File: config.mk
export PLATFORM = sky130hd
export DESIGN_NAME = burst_addr_seq
export DESIGN_NICKNAME = d
export VERILOG_FILES = /design/src/rtl/bas_pkg.sv /design/src/rtl/bas_strobe_arb.sv /design/src/rtl/bas_beat_ctr.sv /design/src/rtl/bas_order_map.sv /design/src/rtl/burst_addr_seq.sv
export SDC_FILE = /design/constraint.sdc
export NUM_CORES = 1
export LEC_CHECK = 0
export ABC_AREA = 1
export ABC_CLOCK_PERIOD_IN_PS = 1830
export BUFFER_PORTS_ARGS = -buffer_cell sky130_fd_sc_hd__buf_2
export CAP_MARGIN = 25
export CORE_MARGIN = 2
export CORE_UTILIZATION = 35
export DETAILED_ROUTE_END_ITERATION = 8
export GPL_TIMING_DRIVEN = 0
export PLACE_DENSITY = 0.73
export SYNTH_ARGS = -nofsm -noshare
export SYNTH_HDL_FRONTEND = slang
export SYNTH_SLANG_ARGS = --single-unit
File: constraint.sdc
create_clock -name clk -period 1.83 [get_ports clk]
set_input_delay 0.366 -clock clk [delete_from_list [all_inputs] [get_ports clk]]
set_output_delay 0.366 -clock clk [all_outputs]
set_load 0.02 [all_outputs]
File: src/rtl/bas_pkg.sv
package bas_pkg;
   typedef enum logic {
      ORD_LINEAR     = 1'b0,
      ORD_INTERLEAVE = 1'b1
   } bas_order_e;

   typedef struct packed {
      logic load;   // capture addr_in this edge
      logic step;   // advance the beat index this edge
      logic sel;    // chip enable value to record on load
   } bas_ctl_t;
endpackage

File: src/rtl/bas_strobe_arb.sv
module bas_strobe_arb
   import bas_pkg::*;
(
   input  logic     chip_en,
   input  logic     proc_strb_n,
   input  logic     ctrl_strb_n,
   input  logic     adv_n,
   output bas_ctl_t ctl
);
   logic proc_ok;
   logic ctrl_ok;

   always_comb begin
      proc_ok  = ~proc_strb_n & chip_en;
      ctrl_ok  = ~ctrl_strb_n;
      ctl.load = proc_ok | ctrl_ok;
      // a strobe always wins over advance
      ctl.step = ~adv_n & ~ctl.load;
      ctl.sel  = chip_en;
   end
endmodule

File: src/rtl/bas_beat_ctr.sv
module bas_beat_ctr #(
   parameter int BEAT_W = 2
) (
   input  logic              clk,
   input  logic              rst_n,
   input  logic              load,
   input  logic              step,
   output logic [BEAT_W-1:0] beat
);
   localparam logic [BEAT_W-1:0] ONE = BEAT_W'(1);

   always_ff @(posedge clk or negedge rst_n) begin
      if (!rst_n)
         beat <= '0;
      else if (load)
         beat <= '0;
      else if (step)
         beat <= beat + ONE;  // wraps modulo 2**BEAT_W
   end
endmodule

File: src/rtl/bas_order_map.sv
module bas_order_map
   import bas_pkg::*;
#(
   parameter int BEAT_W        = 2,
   parameter bit INTERLEAVE_EN = 1'b1
) (
   input  logic [BEAT_W-1:0] start,
   input  logic [BEAT_W-1:0] beat,
   input  bas_order_e        order,
   output logic [BEAT_W-1:0] low
);
   logic [BEAT_W-1:0] lin_val;
   logic [BEAT_W-1:0] il_val;

   assign lin_val = start + beat;

   genvar b;
   generate
      if (INTERLEAVE_EN) begin : g_il
         for (b = 0; b < BEAT_W; b++) begin : g_bit
            assign il_val[b] = start[b] ^ beat[b];
         end
      end else begin : g_lin_only
         assign il_val = lin_val;
      end
   endgenerate

   always_comb begin
      unique case (order)
         ORD_INTERLEAVE: low = il_val;
         default:        low = lin_val;
      endcase
   end
endmodule

File: src/rtl/burst_addr_seq.sv
module burst_addr_seq
   import bas_pkg::*;
#(
   parameter int ADDR_W        = 20,
   parameter int BEAT_W        = 2,
   parameter bit INTERLEAVE_EN = 1'b1
) (
   input  logic              clk,
   input  logic              rst_n,
   input  logic              chip_en,
   input  logic              proc_strb_n,
   input  logic              ctrl_strb_n,
   input  logic              adv_n,
   input  logic              order_sel,
   input  logic [ADDR_W-1:0] addr_in,
   output logic [ADDR_W-1:0] addr_out,
   output logic              burst_act
);
   localparam int UP_W = ADDR_W - BEAT_W;

   generate
      if (BEAT_W < 1 || BEAT_W >= ADDR_W) begin : g_bad_width
         $error("burst_addr_seq: BEAT_W must be in 1..ADDR_W-1");
      end
   endgenerate

   bas_ctl_t          ctl;
   logic [UP_W-1:0]   upper_q;
   logic [BEAT_W-1:0] start_q;
   logic [BEAT_W-1:0] beat;
   logic [BEAT_W-1:0] low;
   bas_order_e        order_q;
   logic              act_q;

   bas_strobe_arb u_arb (
      .chip_en     (chip_en),
      .proc_strb_n (proc_strb_n),
      .ctrl_strb_n (ctrl_strb_n),
      .adv_n       (adv_n),
      .ctl         (ctl)
   );

   bas_beat_ctr #(.BEAT_W(BEAT_W)) u_ctr (
      .clk   (clk),
      .rst_n (rst_n),
      .load  (ctl.load),
      .step  (ctl.step),
      .beat  (beat)
   );

   always_ff @(posedge clk or negedge rst_n) begin
      if (!rst_n) begin
         upper_q <= '0;
         start_q <= '0;
         order_q <= ORD_LINEAR;
         act_q   <= 1'b0;
      end else if (ctl.load) begin
         upper_q <= addr_in[ADDR_W-1:BEAT_W];
         start_q <= addr_in[BEAT_W-1:0];
         order_q <= bas_order_e'(order_sel);
         act_q   <= ctl.sel;
      end
   end

   bas_order_map #(
      .BEAT_W        (BEAT_W),
      .INTERLEAVE_EN (INTERLEAVE_EN)
   ) u_map (
      .start (start_q),
      .beat  (beat),
      .order (order_q),
      .low   (low)
   );

   assign addr_out  = {upper_q, low};
   assign burst_act = act_q;
endmodule

==> results of run 1 <==
[cells in the final DEF, fill, tap and decap left out, drive strengths merged]
master and instances:
o21ai 2, inv 8, buf 54, nor2 5
nand2 50, ha 1, nand3 24, dfrtp 24
clkbuf 3, nor3 1
[layer usage]
metal,up-vias,share of wire,track usage
li1,482,-,-
met1,437,0.40,0.169
met2,25,0.54,0.271
met3,0,0.058,0.0418
met4,0,0,0.0195
met5,-,0,0
[critical path: stages, from the launching register on]
cell and delay (ps):
dfrtp_1 390, ha_2 190, inv_1 40, nor2_1 70, nand3_1 60, nand2_1 60
inv_1 30, buf_2 140
[cells in the mapped netlist]
cell type,instances,area (um2)
buf_6,2,22.5
nand2_1,48,180
dfrtp_1,24,601
nor3_2,1,10.0
buf_2,2,10.0
buf_4,2,15.0
nor2_1,5,18.8
nand2_2,1,6.26
nand2_4,1,11.3
nand3_1,24,120
ha_1,1,12.5
inv_1,8,30.0
o21ai_0,2,10.0
[final timing paths]
| check | end | slack, ps | cells after the start |
|---|---|---|---|
| hold reg to reg | upper_q[9] | 520 | 2 |
| setup reg to reg | u_ctr.beat[1] | 950 | 5 |
| max in group asynchronous | order_q | 1450 | 1 |
| setup / recovery | addr_out[1] | 180 | 7 |
| hold / removal | upper_q[9] | 20 | 1 |
| min in group clk | upper_q[8] | 250 | 3 |
[registers in the layout (all words and copies together), names as in the netlist]
| register | flops |
|---|---|
| order_q | 1 |
| upper_q | 18 |
| burst_act | 1 |
| start_q | 2 |
| u_ctr.beat | 2 |
[power by group]
part,internal (uW),total (uW),switching [uW]
clock,76.7,215,139
sequential,579,608,28.5
combinational,97.4,259,161
total,753,1080,329
[final cells by class]
class / count / area, um2
fillers: 292 / 1450
flip-flops and latches: 24 / 601
multi-input cells: 83 / 372
repair buffers: 48 / 243
plain buffers: 6 / 47.5
well taps: 31 / 38.8
inverters: 8 / 30.0
clock buffers: 3 / 22.5
[metrics by stage]
step | area [um2] | hold slack (ps)
after global placement | 1320 | 370
after floorplan | 1050 | 70.4
after CTS | 1340 | 34.5
final | 1350 | 23.8
after detailed placement | 1320 | 378
after global routing | 1350 | 45.2
[logic make-up (layout without fill, tap and decap cells)]
| family | count (synthesis) | after routing | synth area share |
|---|---|---|---|
| flip-flops | 24 | 24 | 0.573 |
| AND/OR/NAND/NOR | 80 | 80 | 0.331 |
| buffers and inverters | 14 | 65 | 0.0741 |
| adder cells (fa/ha/maj) | 1 | 1 | 0.0119 |
| AO/OA/AOI/OAI | 2 | 2 | 0.00956 |
[timing repair]
| item | CTS | global route |
|---|---|---|
| gates resized for setup | 0 | 1 |
| hold buffers | 0 | 0 |
| setup endpoints to repair | 0 | 1 |
| buffers inserted | 0 | 1 |
==> summary.txt, run 1 <==
Crit Path Category - flop to primary output
First DRT Iteration DRCs - 11
Gpl congestion - 0.727
CTS clock-pin slew for the worst setup and hold paths - 120 ps
Mapped Nets - 149
Tmin final - 1650 ps
# diodes - 0
Max Freq - 0.607 GHz
Die height - 58.7 um
Crit. End Element - primary output
Initial antenna violation count - 0
Rows - 19
Cell Count, Final, Fillers Out - 203
Routed via count - 944
Die footprint - 0.00345 mm2
Tot Pwr - 1080 uW
P per Cell Area - 799 mW/mm2
CTS root buf - clkbuf_4
Yosys warns - 0
CTS Buf Count - 3
Synth Area per Inst - 8.65 um2
Layout area overhead - 29.3%
Mapped Area - 0.00105 mm2
Routed Antenna Nets - 0
CTS tree - done
Largest net degree at the start of global routing - 25
PortBufs - 47
Final Hold Viols - 0
DIE WIDTH - 58.7 um
Failing checks - design-rule violations
DP Wirelength - 1820 um
Critical path startpoint - start_q[0]
Gate Count Post-Synth - 121
Register bit total from synthesis - 24
Slew HR - 0.648
Starting Density - 0.373
CTS sink count - 24
Setup violators final - 0
Worst Hold Class - input port to async pin
Clock buffer depth - 2
Startpoint Class - flop
Share of cells above drive strength 1 - 0.355
FF-to-FF Start - u_ctr.beat[0]
CP max FO - 2
Routed vias/inst - 4.65
Inst Count DP - 199
CTS H-tree depth - 1
Seq/Total Area, Yosys - 0.573
CP Data Required Time - 1460 ps
DR WL/cell - 11.5 um
Netlist cell types - 13
Lkg Pwr - 0.000787 uW
First-pass DRT Iterations - 6
Worst vdd ir - 0.486 mV
Total grt overflow - 0
Least-Margin Pin Slew - 529 ps
Setup ws final - 183 ps
Setup TNS - 0 ps
# IOs - 48
Final wirelength - 2330 um
Max Cap Viol - 0
Number of global-route vias before repair - 948
Place WS - 469 ps
Core Area - 0.00281 mm2
Final Cycle Share - 0.900
Critical Path AT - 1280 ps
Nets - 202
First-pass GRT wire length - 3910 um
Clk_lat worst skew - 300 ps
Outcome - finished, violations left
Util after Layout - 0.483
Pins over their slew limit - 0
Max Clock Skew - 0.0600 ps
Overall routing resource usage - 0.145
Residual DRC - 2
Power figures use the tool's default switching activity.
==> inputs of run 2 (changes only) <==
--- a/config.mk
+++ b/config.mk
@@ -16,4 +16,5 @@
 export PLACE_DENSITY = 0.73
 export SYNTH_ARGS = -nofsm -noshare
 export SYNTH_HDL_FRONTEND = slang
+export SYNTH_HIERARCHICAL = 1
 export SYNTH_SLANG_ARGS = --single-unit
==> summary.txt, run 2 <==
Outcome - finished, final reports clean
P per Cell Area - 894 mW/mm2 (+12%)
# IOs - 48 (unchanged)
Total grt overflow - 0 (unchanged)
PortBufs - 47 (unchanged)
Hold_ws - 14.8 ps (-9.01 ps)
Routed Antenna Nets - 0 (unchanged)
CTS tree - done
Max Cap Viol - 0 (unchanged)
Mapped Area - 0.00102 mm2 (-2.3%)
First-pass DRT Iterations - 4 (-2)
Synth Flop Type - dfrtp_1
CTS H-tree depth - 1 (unchanged)
Number of flops mapped to enable cells by yosys - 0 (unchanged)
CTS clock-pin slew for the worst setup and hold paths - 130 ps (about the same)
Gpl congestion - 0.712 (-2.1%)
Seq/Total Area, Yosys - 0.587 (+0.0133)
Startpoint Class - flop
DP Wirelength - 1650 um (-9.2%)
Leading cell type in the layout, fill and taps excluded - nand2_1
Place WS - 398 ps (-71.0 ps)
Register area - 601 um2 (unchanged)
RSZ-0062 raised after global routing - no
Most flop-heavy register - upper_q
Final Cell Area - 0.00137 mm2 (+1.5%)
Netlist cell types - 12 (-1)
Max Freq - 0.595 GHz (-2.0%)
Initial antenna violation count - 0 (unchanged)
Worst vdd ir - 0.578 mV (+19%)
Final Cycle Share - 0.919 (+0.0188)
Register bit total from synthesis - 24 (unchanged)
Most common cell in the netlist - nand2_1
Least-Margin Pin Slew - 525 ps (-3.29 ps)
Placed Area - 0.00130 mm2 (-1.8%)
Routed via count - 911 (-3.5%)
Core Area - 0.00276 mm2 (-1.7%)
DIE WIDTH - 58.1 um (-1.1%)
CP Data Required Time - 1460 ps (about the same)
Worst Hold Class - input port to async pin
Setup violators final - 0 (unchanged)
Overall routing resource usage - 0.145 (about the same)
Mapped Nets - 152 (+2.0%)
# diodes - 0 (unchanged)
Routed vias/inst - 4.38 (-5.8%)
Top cell type by total area after synthesis - dfrtp_1
Setup TNS - 0 ps (unchanged)
Multi-input gate area - 350 um2 (-5.7%)
Clk_lat worst skew - 300 ps (about the same)
Layout area overhead - 34.2%
CTS sink count - 24 (unchanged)
Post-synth top cells - nand2_1, dfrtp_1, inv_1
Share of cells above drive strength 1 - 0.356 (+0.00128)
CP Cell Sequence - ha_2 -> inv_1 -> nor2_1 -> nand3_1 -> nand2_1 -> inv_1 -> buf_6
Crit Path Category - flop to primary output
Number of global-route vias before repair - 834 (-12%)
First-pass GRT wire length - 3800 um (-2.7%)
Starting Density - 0.371 (-0.00218)
Async SR Flop Fraction - 1.00 (unchanged)
Gate Count Post-Synth - 124 (+2.5%)
Clock buffer depth - 2 (unchanged)
Synth Area per Inst - 8.25 um2 (-4.6%)
Tot Pwr - 1230 uW (+14%)
Lkg Pwr - 0.000819 uW (+4.1%)
Largest net degree at the start of global routing - 25 (unchanged)
Filler Cell Count - 288 (-1.4%)
Final Hold Viols - 0 (unchanged)
Final wirelength - 2170 um (-6.6%)
First DRT Iteration DRCs - 34 (+23)
Area contributors post-synth - dfrtp_1, nand2_1, inv_1
DR WL/cell - 10.4 um (-8.9%)
Nets - 206 (+2.0%)
Die height - 58.1 um (-1.1%)
CTS Buf Count - 3 (unchanged)
Pins over their slew limit - 0 (unchanged)
Commonest non-fill, non-tap cells in the layout - nand2_1, buf_2, dfrtp_1, inv_1, buf_4
Yosys top cell area share - 0.587 (+0.0133)
CTS root buf - clkbuf_4
Yosys warns - 6 (+6)
Biggest regs - upper_q (18), start_q (2), u_ctr/beat (2)
Critical path's slowest cell - dfrtp_1
Max Clock Skew - 1.81 ps (+1.75 ps)
Critical Path AT - 1320 ps (+40 ps)
Tmin final - 1680 ps (+34.4 ps)
Hold buffers post-CTS - 0 (unchanged)
Crit path largest cell delay - 390 ps (about the same)
Slew HR - 0.650 (+0.00219)
Die footprint - 0.00337 mm2 (-2.1%)
Cell repeated most along the worst path - inv_1
Rows - 19 (unchanged)
Largest register FFs - 18 (unchanged)
Crit. End Element - primary output
CP max FO - 2 (unchanged)
Residual DRC - 0 (-2)
Setup ws final - 148 ps (-34.4 ps)
## run 2: layer usage
| layer | up-vias | GRT usage | routed length, um |
|---|---|---|---|
| li1 | 473 | - | - |
| met1 | 404 | 0.192 | 940 |
| met2 | 34 | 0.250 | 1070 |
| met3 | 0 | 0.0335 | 162 |
| met4 | 0 | 0.0199 | 0 |
| met5 | - | 0 | 0 |
## run 2: what timing repair did
action | 4_1_cts | 5_1_grt
resized for setup | 0 | 3
setup endpoints to repair | 0 | 1
setup buffers | 0 | 2
## run 2: cell families (layout without fill, tap and decap cells)
group	Yosys count	count (layout)	share of synthesized area
and+or+nand+nor	85	85	0.323
adders and majority gates	1	1	0.0122
AOI/OAI and AO/OA	1	1	0.00489
buffers and inverters	13	66	0.0733
DFF	24	24	0.587
## run 2: final timing paths
check	from	to	slack, ps	depth (start not counted)
max	u_ctr/beat[0]	addr_out[1]	150	7
min	rst_n	u_ctr/beat[1]	10	1
max reg2reg	u_ctr/beat[0]	u_ctr/beat[1]	880	4
min reg2reg	upper_q[16]	upper_q[16]	480	2
max in group asynchronous	rst_n	upper_q[5]	1460	1
min in group clk	addr_in[8]	upper_q[6]	250	3
## run 2: critical path, delay by kind of cell, from the launching register on
kind                       cells  cell delay [ps]
DFF                            1              390
and+or+nand+nor                3              250
buffers and inverters          3              200
adders and majority gates      1              180
## run 2: power by group
part / switching (uW) / internal (uW) / leakage, uW
combinational: 152 / 96.3 / 0.000499
clock: 153 / 221 / 0.0000279
sequential: 27.2 / 578 / 0.000293
total: 333 / 895 / 0.000819
## run 2: metrics by stage
| step | instances | util |
|---|---|---|
| floorplan | 124 | - |
| global placement | 202 | 0.471 |
| detailed placement | 202 | 0.471 |
| CTS | 206 | 0.490 |
| global route | 208 | 0.498 |
| finish | 208 | 0.498 |
## run 2: area by class of cell
class / count / share of cell area
buffer: 5 / 0.0328
clock buffer: 3 / 0.0164
clock inverter: 1 / 0.0219
inverter: 8 / 0.0219
multi-input combinational: 87 / 0.255
sequential: 24 / 0.437
tap: 31 / 0.0282
timing repair buffer: 49 / 0.187
